--- config.mk ---
export PLATFORM = sky130hd
export DESIGN_NAME = divmod_unit
export DESIGN_NICKNAME = d
export VERILOG_FILES = /design/src/rtl/divmod_pkg.sv /design/src/rtl/divmod_dpath.sv /design/src/rtl/divmod_ctrl.sv /design/src/rtl/divmod_unit.sv
export SDC_FILE = /design/constraint.sdc
export NUM_CORES = 1
export LEC_CHECK = 0
export ABC_AREA = 1
export ABC_CLOCK_PERIOD_IN_PS = 3800
export BUFFER_PORTS_ARGS = -buffer_cell sky130_fd_sc_hd__buf_2
export CAP_MARGIN = 20
export CORE_MARGIN = 2
export CORE_UTILIZATION = 50
export CTS_CLUSTER_SIZE = 28
export DETAILED_ROUTE_END_ITERATION = 10
export PLACE_DENSITY = 0.79
export REMOVE_ABC_BUFFERS = 1
export SYNTH_ARGS = -nofsm -noshare
export SYNTH_HDL_FRONTEND = slang
export SYNTH_HIERARCHICAL = 1
export SYNTH_SLANG_ARGS = --single-unit
--- constraint.sdc ---
create_clock -name clk -period 3.8 [get_ports clk]
set_input_delay 0.19 -clock clk [delete_from_list [all_inputs] [get_ports clk]]
set_output_delay 0.19 -clock clk [all_outputs]
set_load 0.005 [all_outputs]
--- src/rtl/divmod_pkg.sv ---
package divmod_pkg;
  // Strobes issued by the sequencer to the datapath each cycle
  typedef struct packed {
    logic load;  // capture operands and destination
    logic sat;   // with load: write saturated result instead of operands
    logic step;  // perform one shift-subtract iteration
  } dmStrobe_t;

  typedef enum logic [1:0] {
    ST_IDLE = 2'd0,
    ST_RUN  = 2'd1,
    ST_DONE = 2'd2
  } dmState_t;
endpackage

--- src/rtl/divmod_dpath.sv ---
module divmod_dpath
  import divmod_pkg::*;
#(
  parameter int W     = 64,
  parameter int IDX_W = 5
) (
  input  logic             clk,
  input  logic             rstN,
  input  dmStrobe_t        strobe,
  input  logic [W-1:0]     opA,
  input  logic [W-1:0]     opB,
  input  logic [W-1:0]     opC,
  input  logic [IDX_W-1:0] reqDest,
  output logic             opBad,
  output logic [W-1:0]     rspQuo,
  output logic [W-1:0]     rspRem,
  output logic [IDX_W-1:0] rspDestLo,
  output logic [IDX_W-1:0] rspDestHi
);
  logic [W-1:0]     remReg;   // partial remainder, always below divReg while running
  logic [W-1:0]     quoReg;   // holds remaining low dividend bits, then quotient bits
  logic [W-1:0]     divReg;
  logic [IDX_W-1:0] destReg;

  logic [W:0]   trial;
  logic         fits;
  logic [W:0]   diff;
  logic [W-1:0] remNext;

  // Quotient overflows 64 bits (or divisor is zero) unless A < B
  assign opBad = (opB == '0) || (opA >= opB);

  always_comb begin
    trial   = {remReg, quoReg[W-1]};
    fits    = (trial >= {1'b0, divReg});
    diff    = trial - {1'b0, divReg};
    remNext = fits ? diff[W-1:0] : trial[W-1:0];
  end

  always_ff @(posedge clk or negedge rstN) begin
    if (!rstN) begin
      remReg  <= '0;
      quoReg  <= '0;
      divReg  <= '0;
      destReg <= '0;
    end else if (strobe.load) begin
      destReg <= reqDest;
      divReg  <= opB;
      if (strobe.sat) begin
        remReg <= '0;
        quoReg <= '1;
      end else begin
        remReg <= opA;
        quoReg <= opC;
      end
    end else if (strobe.step) begin
      remReg <= remNext;
      quoReg <= {quoReg[W-2:0], fits};
    end
  end

  assign rspQuo    = quoReg;
  assign rspRem    = remReg;
  assign rspDestLo = destReg;
  assign rspDestHi = destReg + IDX_W'(1);

  // the restoring loop keeps the partial remainder below the divisor
  p_rem_below_div_r1: assert property (@(posedge clk) disable iff (!rstN)
    strobe.step |-> (remReg < divReg));
endmodule

--- src/rtl/divmod_ctrl.sv ---
module divmod_ctrl
  import divmod_pkg::*;
#(
  parameter int W = 64
) (
  input  logic      clk,
  input  logic      rstN,
  input  logic      reqValid,
  input  logic      opBad,
  input  logic      rspReady,
  output logic      reqReady,
  output logic      rspValid,
  output dmStrobe_t strobe
);
  localparam int CNT_W = $clog2(W);
  localparam logic [CNT_W-1:0] LAST = CNT_W'(W - 1);

  dmState_t         state, nextState;
  logic [CNT_W-1:0] cnt;

  always_comb begin
    nextState = state;
    strobe    = '0;
    case (state)
      ST_IDLE: if (reqValid) begin
        strobe.load = 1'b1;
        strobe.sat  = opBad;
        nextState   = opBad ? ST_DONE : ST_RUN;
      end
      ST_RUN: begin
        strobe.step = 1'b1;
        if (cnt == LAST) nextState = ST_DONE;
      end
      ST_DONE: if (rspReady) nextState = ST_IDLE;
      default: nextState = ST_IDLE;
    endcase
  end

  always_ff @(posedge clk or negedge rstN) begin
    if (!rstN) begin
      state <= ST_IDLE;
      cnt   <= '0;
    end else begin
      state <= nextState;
      if (strobe.load)      cnt <= '0;
      else if (strobe.step) cnt <= cnt + CNT_W'(1);
    end
  end

  assign reqReady = (state == ST_IDLE);
  assign rspValid = (state == ST_DONE);

  // a valid request enters the loop with a cleared counter
  p_run_start_r5: assert property (@(posedge clk) disable iff (!rstN)
    (reqValid && reqReady && !opBad) |=> (state == ST_RUN && cnt == '0));
  // the loop does not leave before its last iteration
  p_run_len_r5: assert property (@(posedge clk) disable iff (!rstN)
    (state == ST_RUN && cnt != LAST) |=> (state == ST_RUN));
endmodule

--- src/rtl/divmod_unit.sv ---
module divmod_unit
  import divmod_pkg::*;
#(
  parameter int W     = 64,
  parameter int IDX_W = 5
) (
  input  logic             clk,
  input  logic             rstN,
  input  logic             reqValid,
  output logic             reqReady,
  input  logic [W-1:0]     opA,
  input  logic [W-1:0]     opB,
  input  logic [W-1:0]     opC,
  input  logic [IDX_W-1:0] reqDest,
  output logic             rspValid,
  input  logic             rspReady,
  output logic [W-1:0]     rspQuo,
  output logic [W-1:0]     rspRem,
  output logic [IDX_W-1:0] rspDestLo,
  output logic [IDX_W-1:0] rspDestHi
);
  dmStrobe_t strobe;
  logic      opBad;

  divmod_ctrl #(.W(W)) u_ctrl (
    .clk(clk), .rstN(rstN), .reqValid(reqValid), .opBad(opBad),
    .rspReady(rspReady), .reqReady(reqReady), .rspValid(rspValid),
    .strobe(strobe)
  );

  divmod_dpath #(.W(W), .IDX_W(IDX_W)) u_dpath (
    .clk(clk), .rstN(rstN), .strobe(strobe), .opA(opA), .opB(opB),
    .opC(opC), .reqDest(reqDest), .opBad(opBad), .rspQuo(rspQuo),
    .rspRem(rspRem), .rspDestLo(rspDestLo), .rspDestHi(rspDestHi)
  );

  // out-of-range operands give a saturated reply one cycle later
  p_sat_r4: assert property (@(posedge clk) disable iff (!rstN)
    (reqValid && reqReady && !(opA < opB)) |=>
      (rspValid && rspQuo == '1 && rspRem == '0));
  // never accepting while a response is pending
  p_excl_r6: assert property (@(posedge clk) disable iff (!rstN)
    !(reqReady && rspValid));
  // stalled response holds
  p_hold_r7: assert property (@(posedge clk) disable iff (!rstN)
    (rspValid && !rspReady) |=> (rspValid && $stable(rspQuo) &&
      $stable(rspRem) && $stable(rspDestLo) && $stable(rspDestHi)));
  // remainder index follows quotient index
  p_dest_r8: assert property (@(posedge clk) disable iff (!rstN)
    rspValid |-> (rspDestHi == rspDestLo + IDX_W'(1)));
  // accepted response releases the unit
  p_release_r10: assert property (@(posedge clk) disable iff (!rstN)
    (rspValid && rspReady) |=> (!rspValid && reqReady));
endmodule

; Yosys cells after proc, flatten, opt, wreduce, memory -nomap -nowiden
; Cells that the tools add are included.
[classes]
addsub = 3
n_lt_le_gt_ge = 2
n_eq_ne = 6
n_mux = 17
reduce_logical = 5
[ops]
columns = op, count
row1 = $mux W64, 7
row2 = $ge A65 B64 Y1, 1
row3 = $ge A64 B64 Y1, 1
row4 = $logic_not A64 Y1, 1
row5 = $sub A64 B64 Y64, 1
row6 = $mux W2, 6
row7 = $mux W6, 2
row8 = $add A6 B1 Y6 const B, 1
row9 = $eq A6 B6 Y1 const B, 1
row10 = $pmux W2 S3, 1
row11 = $add A5 B1 Y5 const B, 1
row12 = $ne A2 B1 Y1 const B, 2
row13 = $reduce_and A3 Y1, 1
row14 = $eq A2 B1 Y1 const B, 1
row15 = $eq A2 B2 Y1 const B, 1
row16 = $logic_not A2 Y1, 1
row17 = $ne A2 B2 Y1 const B, 1
row18 = $reduce_bool A2 Y1, 1
row19 = $logic_or A1 B1 Y1, 1
row20 = $mux W1, 1
[word_totals]
register_bits = 205
in_bits = 201
output_inout_bits = 140
wordCells = 39

; Depth between registers and ports, before layout
; Gate-level depths: netlist of the first run.
[depth]
word_depth = 6
ltp_mapped = 23
depth_no_buf = 22

; Hierarchy
; Netlist of the first run, hierarchy kept.
[modules_own_cells]
columns = mod, n_inst, cells_per_inst, area_each_um2, seq_area_each_um2
row1 = divmod_dpath, 1, 2825, 17471.8, 4929.7
row2 = divmod_ctrl, 1, 61, 465.4, 200.2

; Least setup slack after synthesis of the first run
; OpenSTA, ideal clock, no wires.
[synth_timing]
kind = input -> register
startpoint = input opB[63]
endpoint = register u_dpath.quoReg[27], in the netlist u_dpath/rspQuo[27]
setup_time_ns = 0.083
arrival_time_ns = 2.623
t_required_ns = 3.717
path_slack_ns = 1.095
path_stages = 18
path_buffers = 3
cell_sequence = inv_1 > ha_1 > nand2_1 > inv_1 > nand3_1 > nor3_1 > nor3b_1 > and3_1 > nand4_1 > nand4_1 > inv_1 > nor2_1 > or2_2 > clkbuf_1 > clkbuf_1 > clkbuf_1 > o22ai_1 > o21ai_0
[synth_rtl]
columns = item, line_no
row1 = start: declaration, divmod_unit.sv:12  ; input logic [W-1:0] opB,
row2 = end signal: assignment, divmod_dpath.sv:54  ; quoReg <= opC;
row3 = end signal: assignment, divmod_dpath.sv:58  ; quoReg <= {quoReg[W-2:0], fits};
row4 = end: declaration, divmod_dpath.sv:21  ; logic [W-1:0] quoReg;

==> flow_summary.ini, run 1 <==
[synthesis]
netlist_top_cells_area = dfrtp_1 29%, nand2_1 19%, inv_1 12%
synth_top_area_share_pct = 28.60
synth_edf_count = 0
ys_seq_elements = 205
yosysTopAreaCell = dfrtp_1
synth_cells = 2886
syn_area_um2 = 17940
synth_warnings = 6
synth-main-ff-cell = dfrtp_1
seq_area_frac_synth_pct = 28.60
synth.avg_cell_area_um2 = 6.215
synth.distinct_cells = 50
async_flop_share_pct = 100.0

[setup_path]
endpoint = u_dpath/rspQuo[27]
r2r_end = u_dpath/rspRem[32]
worst-setup-path-type = in -> reg
crit_arrival_ps = 4130
worstPathRequired_ps = 4250
crit_cells = 18
r2r_slack_ps = 730
end_kind = flip-flop
reg2reg_from = u_dpath/rspQuo[63]
critPathSlowestCell = dlygate4sd3_1
critPathMaxStageDelay_ps = 540
crit_fanout = 38
path_buf_inv = 6
worstSetupStartpointType = input pin
crit_family = simple AND/OR/NAND/NOR gates
reg2reg_depth = 15
startpoint = opA[63]
path_cells = dlygate4sd3_1 > buf_2 > ha_1 > nand2_1 > inv_1 > nand3_1 > nor3_1 > nor3b_1 > buf_4 > and3_1 > nand4_1 > nand4_1 > inv_1 > nor2_1 > or2_4 > buf_6 > o22ai_1 > o21ai_0

[floorplanning]
pin_count = 341
rows = 69
initial_core_util_pct = 50.55
die_w_um = 193.4
core_area_um2 = 35480
dieArea_um2 = 37410
die_height_um = 193.4

[routing]
drt-total-wl_um = 70170
wl_per_cell_um = 18.42
drc = 0
viasPerCell = 5.353
drt_iter0_drc = 1656
dr.pass1.iters = 6
vias = 20390
postRouteAntennaNets = 0

[global_routing]
grt_antenna_before_repair = 1
overflow = 0
grt_max_degree = 199
grt_usage_pct = 36.78
grt_pass1_wl_um = 110300
grt_pass1_vias = 20190

[cells_and_area]
drive_gt1_share_pct = 14.49
finalNonFillerCells = 3809
utilization_pct = 62.97
fin_nets = 3664
area_growth_pct = 24.56

[placement]
place_hpwl_um = 53010
post-place-cells = 3624
port_buffers = 340
gp_congestion = 0.9780

[pwr]
power_density_nw_per_um2 = 1036
power_uw = 23160
vdd_ir_drop_max_v = 0.0008233
p_leak_uw = 0.01274

[timing]
finalSetupViolCount = 0
fin_tns_setup_ps = 0
slew_headroom_pct = 26.91
fmax_ghz = 0.2719
tightest_slew_ps = 1096
rsz0062_at_grt = no
slew_viol_final = 0
timing.hold.ws_ps = 3.462
finalHoldViolations = 0
fin_crit_sh_pct = 96.79
clock_skew_ps = 28.72
fin_crit_ps = 3678

[cts]
path_clk_slew_ps = 60
numCtsBuffers = 23
post_cts_buffers = 0
h-tree-depth = 1
clock-sinks = 205
clock_path_buffers = 3
clk_latency_ps = 570
clockRootBuffer = clkbuf_16
cts_tree = yes

[status]
status = finished clean

[hold_path]
hold_path_class = in -> reg
hold_depth = 5

[job]
maxCapViolCount = 0
-- stage by stage --
stage	cell area (um^2)	setup slack, ps
4_1_cts	22340	210.3
2_1_floorplan	17520	-5981
3_5_place_dp	20090	160.7
6_report	22340	122.1
5_1_grt	22340	2.273
3_3_place_gp	20080	337.8
-- metal layers --
metal  part of all wire [%]  GRT usage [%]
met1                     43          48.22
met2                     47          62.99
met3                    6.9          4.550
met4                    3.3          11.96
met5                      0              0
-- Yosys cell counts (all sizes together) (3+ instances only) --
cell type,instances
o21bai,9
nand2,916
o22ai,51
o221ai,15
nand3b,32
xor2,7
buf,26
or2,7
inv,606
clkinv,3
dfrtp,205
nor2,220
a21oi,156
clkbuf,62
o21a,3
nand4,47
and2,3
nor4,11
nor3,19
o21ai,205
xnor2,8
ha,130
nand3,133
-- worst min path at each step --
| stage | start | endpoint | slack (ps) |
|---|---|---|---|
| floorplan | rstN | u_ctrl/cnt[0] | -110 |
| global placement | rstN | u_dpath/divReg[32] | 310 |
| detailed placement | rstN | u_dpath/divReg[33] | 310 |
| CTS | opA[34] | u_dpath/rspRem[34] | 0.2 |
| global route | opA[50] | u_dpath/rspRem[50] | 20 |
| finish | opA[9] | u_dpath/rspRem[9] | 3 |
-- final cells by class --
type	count	area (um^2)
sequential	205	5130
clock inverter	11	180.2
multi-input combinational	1984	10120
inverter	609	2293
fill	3174	13140
clock buffer	29	628.1
tap	461	576.8
antenna	1	2.502
timing repair buffer	509	3416
-- state kept, by name (all words and copies together), names as in the netlist --
register / flops
u_ctrl/state: 2
u_dpath/rspQuo: 64
u_ctrl/cnt: 6
u_dpath/rspRem: 64
u_dpath/rspDestLo: 5
u_dpath/divReg: 64
-- power by group --
group	switching, uW	internal, uW	leakage (uW)	total [uW]
Combinational	11000	5470	0.00988	16500
Sequential	894	3310	0.00247	4200
Clock	994	1450	0.000395	2440
-- cell families after synthesis --
group | share of synthesized area, %
flops | 28.60
xor+xnor | 0.7324
compound gates | 13.55
buf+inv | 15.06
fa+ha+maj | 9.180
simple gates | 32.88
-- tightest hold or removal path, cell delays in order --
cell and delay [ps]:
buf_2 110, nand2_1 60, nand2_1 50, inv_1 50, a21oi_1 70
-- layout by cell type, fill, tap and decap left out, drive strengths merged, types with 4 or more instances in the layout --
| cell type | instances |
|---|---|
| nand2 | 916 |
| inv | 608 |
| buf | 364 |
| nor2 | 220 |
| dfrtp | 205 |
| o21ai | 205 |
| a21oi | 156 |
| dlygate4sd3 | 144 |
| nand3 | 133 |
| ha | 130 |
| o22ai | 51 |
| nand4 | 47 |
| nand3b | 32 |
| clkbuf | 30 |
| nor3 | 19 |
| o221ai | 15 |
| nor4 | 11 |
| o21bai | 9 |
| xnor2 | 8 |
| xor2 | 7 |
| or2 | 7 |
| clkinv | 7 |
| bufinv | 4 |
-- repair_timing --
action                                  CTS  global route
endpoints found under the setup margin    0            25
resized for setup                         0             1
hold buffers                            144             0
hold endpoints to repair                238             0
Power figures use the tool's default switching activity.
==> run 2: changes to the inputs <==
--- a/config.mk
+++ b/config.mk
@@ -9,11 +9,13 @@
 export ABC_CLOCK_PERIOD_IN_PS = 3800
 export BUFFER_PORTS_ARGS = -buffer_cell sky130_fd_sc_hd__buf_2
 export CAP_MARGIN = 20
+export CELL_PAD_IN_SITES_DETAIL_PLACEMENT = 1
+export CELL_PAD_IN_SITES_GLOBAL_PLACEMENT = 1
 export CORE_MARGIN = 2
-export CORE_UTILIZATION = 50
+export CORE_UTILIZATION = 43
 export CTS_CLUSTER_SIZE = 28
 export DETAILED_ROUTE_END_ITERATION = 10
-export PLACE_DENSITY = 0.79
+export PLACE_DENSITY = 0.94
 export REMOVE_ABC_BUFFERS = 1
 export SYNTH_ARGS = -nofsm -noshare
 export SYNTH_HDL_FRONTEND = slang
==> flow_summary.ini, run 2 (same netlist as run 1, synthesis figures left out) <==
[status]
status = finished with violations
violations = setup timing

[routing]
drt-total-wl_um = 93090
postRouteAntennaNets = 0
viasPerCell = 5.770
drc = 0
wl_per_cell_um = 23.96
drt_iter0_drc = 2099
vias = 22420
dr.pass1.iters = 5

[setup_path]
worstSetupStartpointType = input pin
worstPathRequired_ps = 4220
crit_arrival_ps = 4580
r2r_slack_ps = 320
critPathSlowestCell = dlygate4sd3_1
crit_fanout = 31
worst-setup-path-type = in -> reg
reg2reg_depth = 17
path_cells = dlygate4sd3_1 > buf_2 > inv_1 > ha_1 > nand2_1 > inv_1 > nand3_1 > nor3_1 > and3_1 > nand4_1 > nand4_1 > inv_1 > nor2_2 > or2_4 > buf_16 > o22ai_1 > o21ai_0
critPathMaxStageDelay_ps = 530
end_kind = flip-flop
cp_common_cell = inv_1

[pwr]
clock_power_share_pct = 10.5
switching_share_pct = 59.02
pwr-share-comb_pct = 72.0
intPower_uw = 10370
seq_power_share_pct = 17.5
p_leak_uw = 0.01276
vdd_ir_drop_max_v = 0.0006321
switchingPower_uw = 14940
power_density_nw_per_um2 = 1128

[floorplanning]
core_area_um2 = 41020
initial_core_util_pct = 43.73
die_height_um = 208.2
dieArea_um2 = 43360
rows = 74
die_w_um = 208.2
pin_count = 341

[global_routing]
grt_max_degree = 135
grt_pass1_wl_um = 135600
grt_antenna_before_repair = 6
overflow = 0
grt_pass1_vias = 23570
grt_usage_pct = 39.56

[cts]
path_clk_slew_ps = 80
clock-sinks = 205
numCtsBuffers = 24
cts_tree = yes
clock_path_buffers = 3
clockRootBuffer = clkbuf_16
h-tree-depth = 1
clk_latency_ps = 580

[cells_and_area]
drive_gt1_share_pct = 15.08
area_growth_pct = 25.11
fin_nets = 3662
layout_commonest_cell = nand2_1
utilization_pct = 54.71
layout_common_cells = 901 x nand2_1, 581 x inv_1, 339 x buf_2

[placement]
port_buffers = 340
gp_congestion = 0.9861
place_hpwl_um = 59540

[timing]
fin_crit_ps = 4157
finalSetupViolCount = 106
fin_crit_sh_pct = 109.4
slew_viol_final = 0
setup_ws_ps = -356.9
fmax_ghz = 0.2406
fin_tns_setup_ps = -11600
finalHoldViolations = 0
slew_headroom_pct = 30.64
clock_skew_ps = 22.44
tightest_slew_ps = 1040

[hold_path]
hold_path_class = in -> reg
hold_depth = 5

[job]
maxCapViolCount = 0
run 2: power groups by stage:
stage,Combinational (uW),Clock [uW],Sequential (uW)
floorplan,10700,0,4060
global placement,15700,0,4140
detailed placement,16500,0,4230
CTS,16800,2550,4230
global route,19700,2720,4510
finish,18200,2650,4430
run 2: critical path, delay by kind of cell:
family | cells | cell delay (ps)
compound gates | 2 | 550
buf+inv | 6 | 1250
fa+ha+maj | 1 | 380
simple gates | 8 | 2180
run 2: worst paths after layout:
check	startpoint	endpoint
setup / recovery	opB[31]	u_dpath/rspQuo[49]
hold / removal	opA[1]	u_dpath/rspRem[1]
setup reg to reg	u_dpath/rspQuo[63]	u_dpath/rspRem[28]
hold reg to reg	u_dpath/divReg[0]	u_dpath/divReg[0]
max in group asynchronous	rstN	u_dpath/rspQuo[25]
min in group asynchronous	rstN	u_dpath/divReg[5]
run 2: area by class of cell:
class / instances / area, um^2
diodes: 5 / 12.51
clock buffers: 29 / 649.4
clock inverters: 15 / 188.9
fillers: 5558 / 18580
inverters: 609 / 2293
multi-input cells: 1986 / 10140
flip-flops and latches: 205 / 5130
well taps: 532 / 665.6
repair buffers: 504 / 3357
run 2: what timing repair did:
item / CTS / global route
buffers inserted: 0 / 2
setup endpoints to repair: 0 / 70
hold buffers: 131 / 0
gates resized for setup: 0 / 11
endpoints found under the hold margin: 236 / 0
run 2: metrics by stage:
step	total power, uW	setup WS, ps	hold slack, ps	cells	instance area (um^2)
2_1_floorplan	14780	-5981	-105.6	2798	17520
3_3_place_gp	19840	311.5	333.3	3700	20200
3_5_place_dp	20750	-29.73	347.8	3700	20200
4_1_cts	23610	13.67	0.5583	3875	22350
5_1_grt	26930	-182.3	18.57	3885	22440
6_report	25320	-356.9	3.616	3885	22440
run 2: metal layers:
layer  routed length [um]  GRT usage, %  vias up
met5                    0             0        -
met4                 6112         18.61        0
met3                 6831         5.842      431
met2                43720         68.99     1307
met1                36430         47.96    10780
li1                     -             -     9896
